## config.mk

```make
export PLATFORM = sky130hd
export DESIGN_NAME = lfsr_reload_div
export DESIGN_NICKNAME = d
export VERILOG_FILES = /design/src/rtl/lfsr_div_pkg.sv /design/src/rtl/lfsr_div_ctrl.sv /design/src/rtl/lfsr_div_datapath.sv /design/src/rtl/lfsr_reload_div.sv
export SDC_FILE = /design/constraint.sdc
export NUM_CORES = 1
export LEC_CHECK = 0
export BUFFER_PORTS_ARGS = -buffer_cell sky130_fd_sc_hd__buf_2
export CAP_MARGIN = 20
export CORE_ASPECT_RATIO = 0.8
export CORE_MARGIN = 4
export CORE_UTILIZATION = 54
export DETAILED_ROUTE_END_ITERATION = 8
export PLACE_DENSITY = 0.75
export SYNTH_ARGS = -nofsm -noshare
export SYNTH_HDL_FRONTEND = slang
export SYNTH_SLANG_ARGS = --single-unit
```

## constraint.sdc

```tcl
create_clock -name clk -period 2.65 [get_ports clk]
set_clock_uncertainty 0.2 [all_clocks]
set_input_delay 0.6625 -clock clk [delete_from_list [all_inputs] [get_ports clk]]
set_output_delay 0.6625 -clock clk [all_outputs]
set_load 0.05 [all_outputs]
```

## src/rtl/lfsr_div_pkg.sv

```systemverilog
package lfsr_div_pkg;
  localparam int unsigned LFSR_W    = 6;
  localparam int unsigned TAP_HI    = 5;
  localparam int unsigned TAP_LO    = 4;
  localparam logic [LFSR_W-1:0] TERM_STATE  = 6'h01;
  localparam logic [LFSR_W-1:0] BYPASS_CODE = 6'h3f;

  // strobes from control to datapath
  typedef struct packed {
    logic tick;   // terminal event this cycle
    logic load;   // reload the shift register
    logic step;   // advance the shift register
  } divStrb_t;
endpackage

```

## src/rtl/lfsr_div_ctrl.sv

```systemverilog
module lfsr_div_ctrl
  import lfsr_div_pkg::*;
#(
  parameter int unsigned W = LFSR_W,
  parameter logic [W-1:0] TermState  = TERM_STATE,
  parameter logic [W-1:0] BypassCode = BYPASS_CODE
) (
  input  logic         clk,
  input  logic         rst,
  input  logic         enIn,
  input  logic         codeWrEn,
  input  logic [W-1:0] codeWrData,
  input  logic         atTerm,
  output divStrb_t     strb,
  output logic [W-1:0] loadCode
);
  logic [W-1:0] pendingCode;
  logic [W-1:0] activeCode;
  logic [W-1:0] nextCode;
  logic         fresh;      // register was just reloaded, terminal check masked
  logic         bypassOn;
  logic         termEvt;

  // a write in the terminal cycle is forwarded to the reload
  assign nextCode = codeWrEn ? codeWrData : pendingCode;
  assign bypassOn = (activeCode == BypassCode);
  assign termEvt  = enIn && (bypassOn || (atTerm && !fresh));

  always_comb begin
    strb.tick = termEvt;
    strb.load = termEvt;
    strb.step = enIn && !termEvt;
  end
  assign loadCode = nextCode;

  always_ff @(posedge clk) begin
    if (rst) begin
      pendingCode <= BypassCode;
      activeCode  <= BypassCode;
      fresh       <= 1'b1;
    end else begin
      pendingCode <= nextCode;
      if (termEvt) begin
        activeCode <= nextCode;
        fresh      <= 1'b1;
      end else if (enIn) begin
        fresh      <= 1'b0;
      end
    end
  end

  AST_PENDING_HOLD: assert property (@(posedge clk) disable iff (rst)
    !codeWrEn |=> $stable(pendingCode));
  AST_ACTIVE_AT_TERM: assert property (@(posedge clk) disable iff (rst)
    !strb.tick |=> $stable(activeCode));
  AST_STROBE_EXCL: assert property (@(posedge clk) disable iff (rst)
    !(strb.step && strb.load));
endmodule

```

## src/rtl/lfsr_div_datapath.sv

```systemverilog
module lfsr_div_datapath
  import lfsr_div_pkg::*;
#(
  parameter int unsigned W = LFSR_W,
  parameter int unsigned TapHi = TAP_HI,
  parameter int unsigned TapLo = TAP_LO,
  parameter logic [W-1:0] TermState  = TERM_STATE,
  parameter logic [W-1:0] BypassCode = BYPASS_CODE
) (
  input  logic         clk,
  input  logic         rst,
  input  divStrb_t     strb,
  input  logic [W-1:0] loadCode,
  output logic         atTerm,
  output logic         tickOut,
  output logic         divOut
);
  logic [W-1:0] lfsrQ;
  logic [W-1:0] lfsrStep;

  assign lfsrStep = {lfsrQ[W-2:0], ~(lfsrQ[TapHi] ^ lfsrQ[TapLo])};
  assign atTerm   = (lfsrQ == TermState);

  always_ff @(posedge clk) begin
    if (rst) begin
      lfsrQ   <= BypassCode;
      tickOut <= 1'b0;
      divOut  <= 1'b0;
    end else begin
      if (strb.load)      lfsrQ <= loadCode;
      else if (strb.step) lfsrQ <= lfsrStep;
      tickOut <= strb.tick;
      if (strb.tick) divOut <= ~divOut;
    end
  end

  AST_NO_LOCKUP: assert property (@(posedge clk) disable iff (rst)
    (strb.step && lfsrQ != BypassCode) |=> (lfsrQ != BypassCode));
  AST_LOAD_TAKES: assert property (@(posedge clk) disable iff (rst)
    strb.load |=> (lfsrQ == $past(loadCode)));
  AST_IDLE_HOLDS: assert property (@(posedge clk) disable iff (rst)
    (!strb.load && !strb.step) |=> $stable(lfsrQ));
endmodule

```

## src/rtl/lfsr_reload_div.sv

```systemverilog
module lfsr_reload_div
  import lfsr_div_pkg::*;
#(
  parameter int unsigned W = LFSR_W
) (
  input  logic         clk,
  input  logic         rst,
  input  logic         enIn,
  input  logic         codeWrEn,
  input  logic [W-1:0] codeWrData,
  output logic         tickOut,
  output logic         divOut
);
  divStrb_t     strb;
  logic [W-1:0] loadCode;
  logic         atTerm;
  logic         runFlag;

  lfsr_div_ctrl #(.W(W)) u_ctrl (
    .clk(clk), .rst(rst), .enIn(enIn), .codeWrEn(codeWrEn),
    .codeWrData(codeWrData), .atTerm(atTerm), .strb(strb), .loadCode(loadCode)
  );

  lfsr_div_datapath #(.W(W)) u_dp (
    .clk(clk), .rst(rst), .strb(strb), .loadCode(loadCode),
    .atTerm(atTerm), .tickOut(tickOut), .divOut(divOut)
  );

  // marks that the previous sampled values are post-reset
  always_ff @(posedge clk) begin
    if (rst) runFlag <= 1'b0;
    else     runFlag <= 1'b1;
  end

  AST_TICK_NEEDS_EN: assert property (@(posedge clk) disable iff (rst)
    tickOut |-> $past(enIn));
  AST_DIV_FOLLOWS_TICK: assert property (@(posedge clk) disable iff (rst)
    runFlag |-> ((divOut ^ $past(divOut)) == tickOut));
  AST_TICK_ONE_CYCLE: assert property (@(posedge clk) disable iff (rst)
    (runFlag && tickOut && !$past(enIn)) |-> 1'b0);
endmodule

```

==> results_dict.tcl <==
set metrics [dict create \
    multiInputGateArea_um2 426.7 \
    timing.critical_path.to_type "flip-flop" \
    slowest_stage "or4b_4" \
    h-tree-depth 1 \
    powerDensity_mw_per_mm2 721.8 \
    post-cts-setup-buffers 0 \
    gp_congestion 0.8047 \
    cts_hold_buf 0 \
    status "finished, final reports clean" \
    path_cells "or4b_4 -> o22ai_4 -> and2_2 -> mux2_1" \
    max_stage_delay_ns 0.55 \
    met3_wirelength_um 73 \
    initial_core_util_pct 60.71 \
    drt_iter0_drc 14 \
    grt_max_degree 23 \
    critPathKind "reg2reg" \
    hp-class "reg2reg" \
    num_vias 650 \
    syn_avg_cell_area_um2 9.606 \
    yosysTopAreaCell "dfxtp_1" \
    tightest_slew_ns 0.3617 \
    final_hold_viol_count 0 \
    rsz0062_at_grt "false" \
    clockBufferDepth 2 \
    ff_latch_area_um2 420.4 \
    highest_layer "met4" \
    yosys_warnings 0 \
    cp_max_fo 10 \
    place_area_um2 958.4 \
    wl_met1_um 733 \
    die_area_mm2 0.002373 \
    num_antenna_cells 0 \
    fp.dieH_um 44.38 \
    numCtsBuffers 3 \
    cp_num_buf_inv 0 \
    antenna_found_initial 0 \
    synth_top_area_share_pct 47.06 \
    cts.sinks 21 \
    cp.arrival_ns 1.99 \
    layout-drive-gt1-share_pct 26.92 \
    finalSetupViolations 0 \
    grt_use_total_pct 16.85 \
    worstSkewPairLatency_ns 0.30 \
    syn_nets 104 \
    grt_pass1_wl_um 2849 \
    fillers 140 \
    ys_types 26 \
    die_w_um 53.48 \
    maxSlewViolCount 0 \
    syn_to_final_growth_pct 10.22 \
    min_period_ns 1.998 \
    clk_pin_slew_ns 0.11 \
    fmax_mhz 500.5 \
    rows 12 \
    tritoncts "yes" \
    route.detailed.drc 0 \
    routed_wl_um 1618 \
    cap_violations 0 \
    grt_overflow 0 \
    vdd_ir_drop_max_mv 0.5814 \
    totalPowerFinal_mw 0.7108 \
    dr.pass1.iters 4 \
    dr_wl_met2_um 792 \
    syn-instance-count 93 \
    io_pins 12 \
    synthTopCellsByArea "dfxtp_1 47%, mux2i_1 7.8%, mux2_2 7.6%, nor2_1 5.0%, inv_1 3.4%" \
    root_buffer "clkbuf_4" \
    fin_nets 116 \
    crit_family "simple AND/OR/NAND/NOR gates" \
    synth-seq-cells 21 \
    syn_area_um2 893.4 \
    cts_resized 0 \
    antenna_left 0 \
    core-area_mm2 0.001471 \
    dpl.hpwl_um 1252 \
    power.leakage_nw 0.4632 \
    yosysSeqAreaShare_pct 47.06 \
    crit_required_ns 2.65 \
    setup_tns_ns 0 \
    finalInstanceArea_um2 984.7 \
    wl_per_cell_um 12.94 \
    grt_pass1_vias 637 \
    post-route-period-util_pct 75.40 \
    via_per_inst 5.200 \
    startpoint_type "flip-flop" \
    io_buffers 11 \
    maxSlewHeadroom_pct 75.88 \
]
==> sequential cells by signal (all words and copies together), names as in the netlist <==
name,count
u_ctrl.activeCode,6
u_ctrl.pendingCode,6
u_dp.lfsrQ,6
u_ctrl.fresh,1
u_dp.divOut,1
u_dp.tickOut,1
==> synthesized netlist by cell type <==
master,instances
dfxtp_1,21
nor2_1,12
inv_1,8
mux2i_1,7
nand2_1,7
mux2_2,6
a21oi_1,3
a31oi_1,3
clkbuf_1,3
nor3_1,3
and2_2,2
nand2b_1,2
o21ai_0,2
or2_2,2
a211o_1,1
buf_2,1
ha_1,1
mux2_1,1
mux2_4,1
nand2_4,1
nand3_1,1
nand4_1,1
nor2b_1,1
o22ai_4,1
o311ai_0,1
or4b_4,1
==> cells by family after synthesis <==
group           after synthesis  share of synthesized area (%)
fa+ha+maj                     1                          1.400
simple gates                 33                          18.91
mux                          15                          18.35
compound gates               11                          9.104
flops                        21                          47.06
buf+inv                      12                          5.182
==> cell usage in the layout (no fill, tap or decap), types with 3 or more instances in the layout <==
| master | count |
|---|---|
| a21oi_1 | 3 |
| dfxtp_1 | 21 |
| mux2i_1 | 7 |
| clkbuf_4 | 3 |
| nor3_1 | 3 |
| nor2_1 | 12 |
| mux2_2 | 6 |
| nand2_1 | 7 |
| a31oi_1 | 3 |
| inv_1 | 8 |
| buf_2 | 11 |
==> final cells by class <==
cell class	count	share of cell area (%)
Clock buffer	4	2.668
Inverter	8	3.050
Multi-Input combinational cell	60	43.33
Sequential cell	21	42.69
Tap cell	21	2.668
Timing Repair Buffer	11	5.591
==> metal layers <==
metal | vias up | track usage (%)
li1 | 337 | -
met1 | 300 | 20.78
met2 | 11 | 28.36
met3 | 2 | 6.061
met4 | 0 | 3.061
met5 | - | 0
==> where the power goes <==
| group | switching (mW) | total (mW) | internal [mW] |
|---|---|---|---|
| registers | 0.0180 | 0.369 | 0.351 |
| logic | 0.110 | 0.193 | 0.0826 |
| clock network | 0.0904 | 0.149 | 0.0586 |
| total | 0.218 | 0.711 | 0.492 |
==> stage by stage <==
step,hold WS [ns],utilization (%),cells,worst slack (ns)
2_1_floorplan,0.2263,-,93,0.7487
3_3_place_gp,0.2417,65.14,121,0.7074
3_5_place_dp,0.2467,65.14,121,0.6606
4_1_cts,0.2719,66.92,125,0.6442
5_1_grt,0.2871,66.92,125,0.5341
6_report,0.2712,66.92,125,0.6520
==> path summary, 6_finish.rpt <==
kind | from | endpoint | slack [ns] | cells past startpoint
worst min-delay path | u_ctrl.fresh$_SDFFE_PP1P_ | u_ctrl.fresh$_SDFFE_PP1P_ | 0.27 | 1
worst max-delay path | u_dp.lfsrQ[1]$_SDFFE_PP1P_ | u_dp.divOut$_SDFFE_PP0P_ | 0.65 | 4
worst max register to register | u_dp.lfsrQ[1]$_SDFFE_PP1P_ | u_dp.divOut$_SDFFE_PP0P_ | 0.65 | 4
worst min register to register | u_ctrl.fresh$_SDFFE_PP1P_ | u_ctrl.fresh$_SDFFE_PP1P_ | 0.27 | 1
Power figures use the tool's default switching activity.
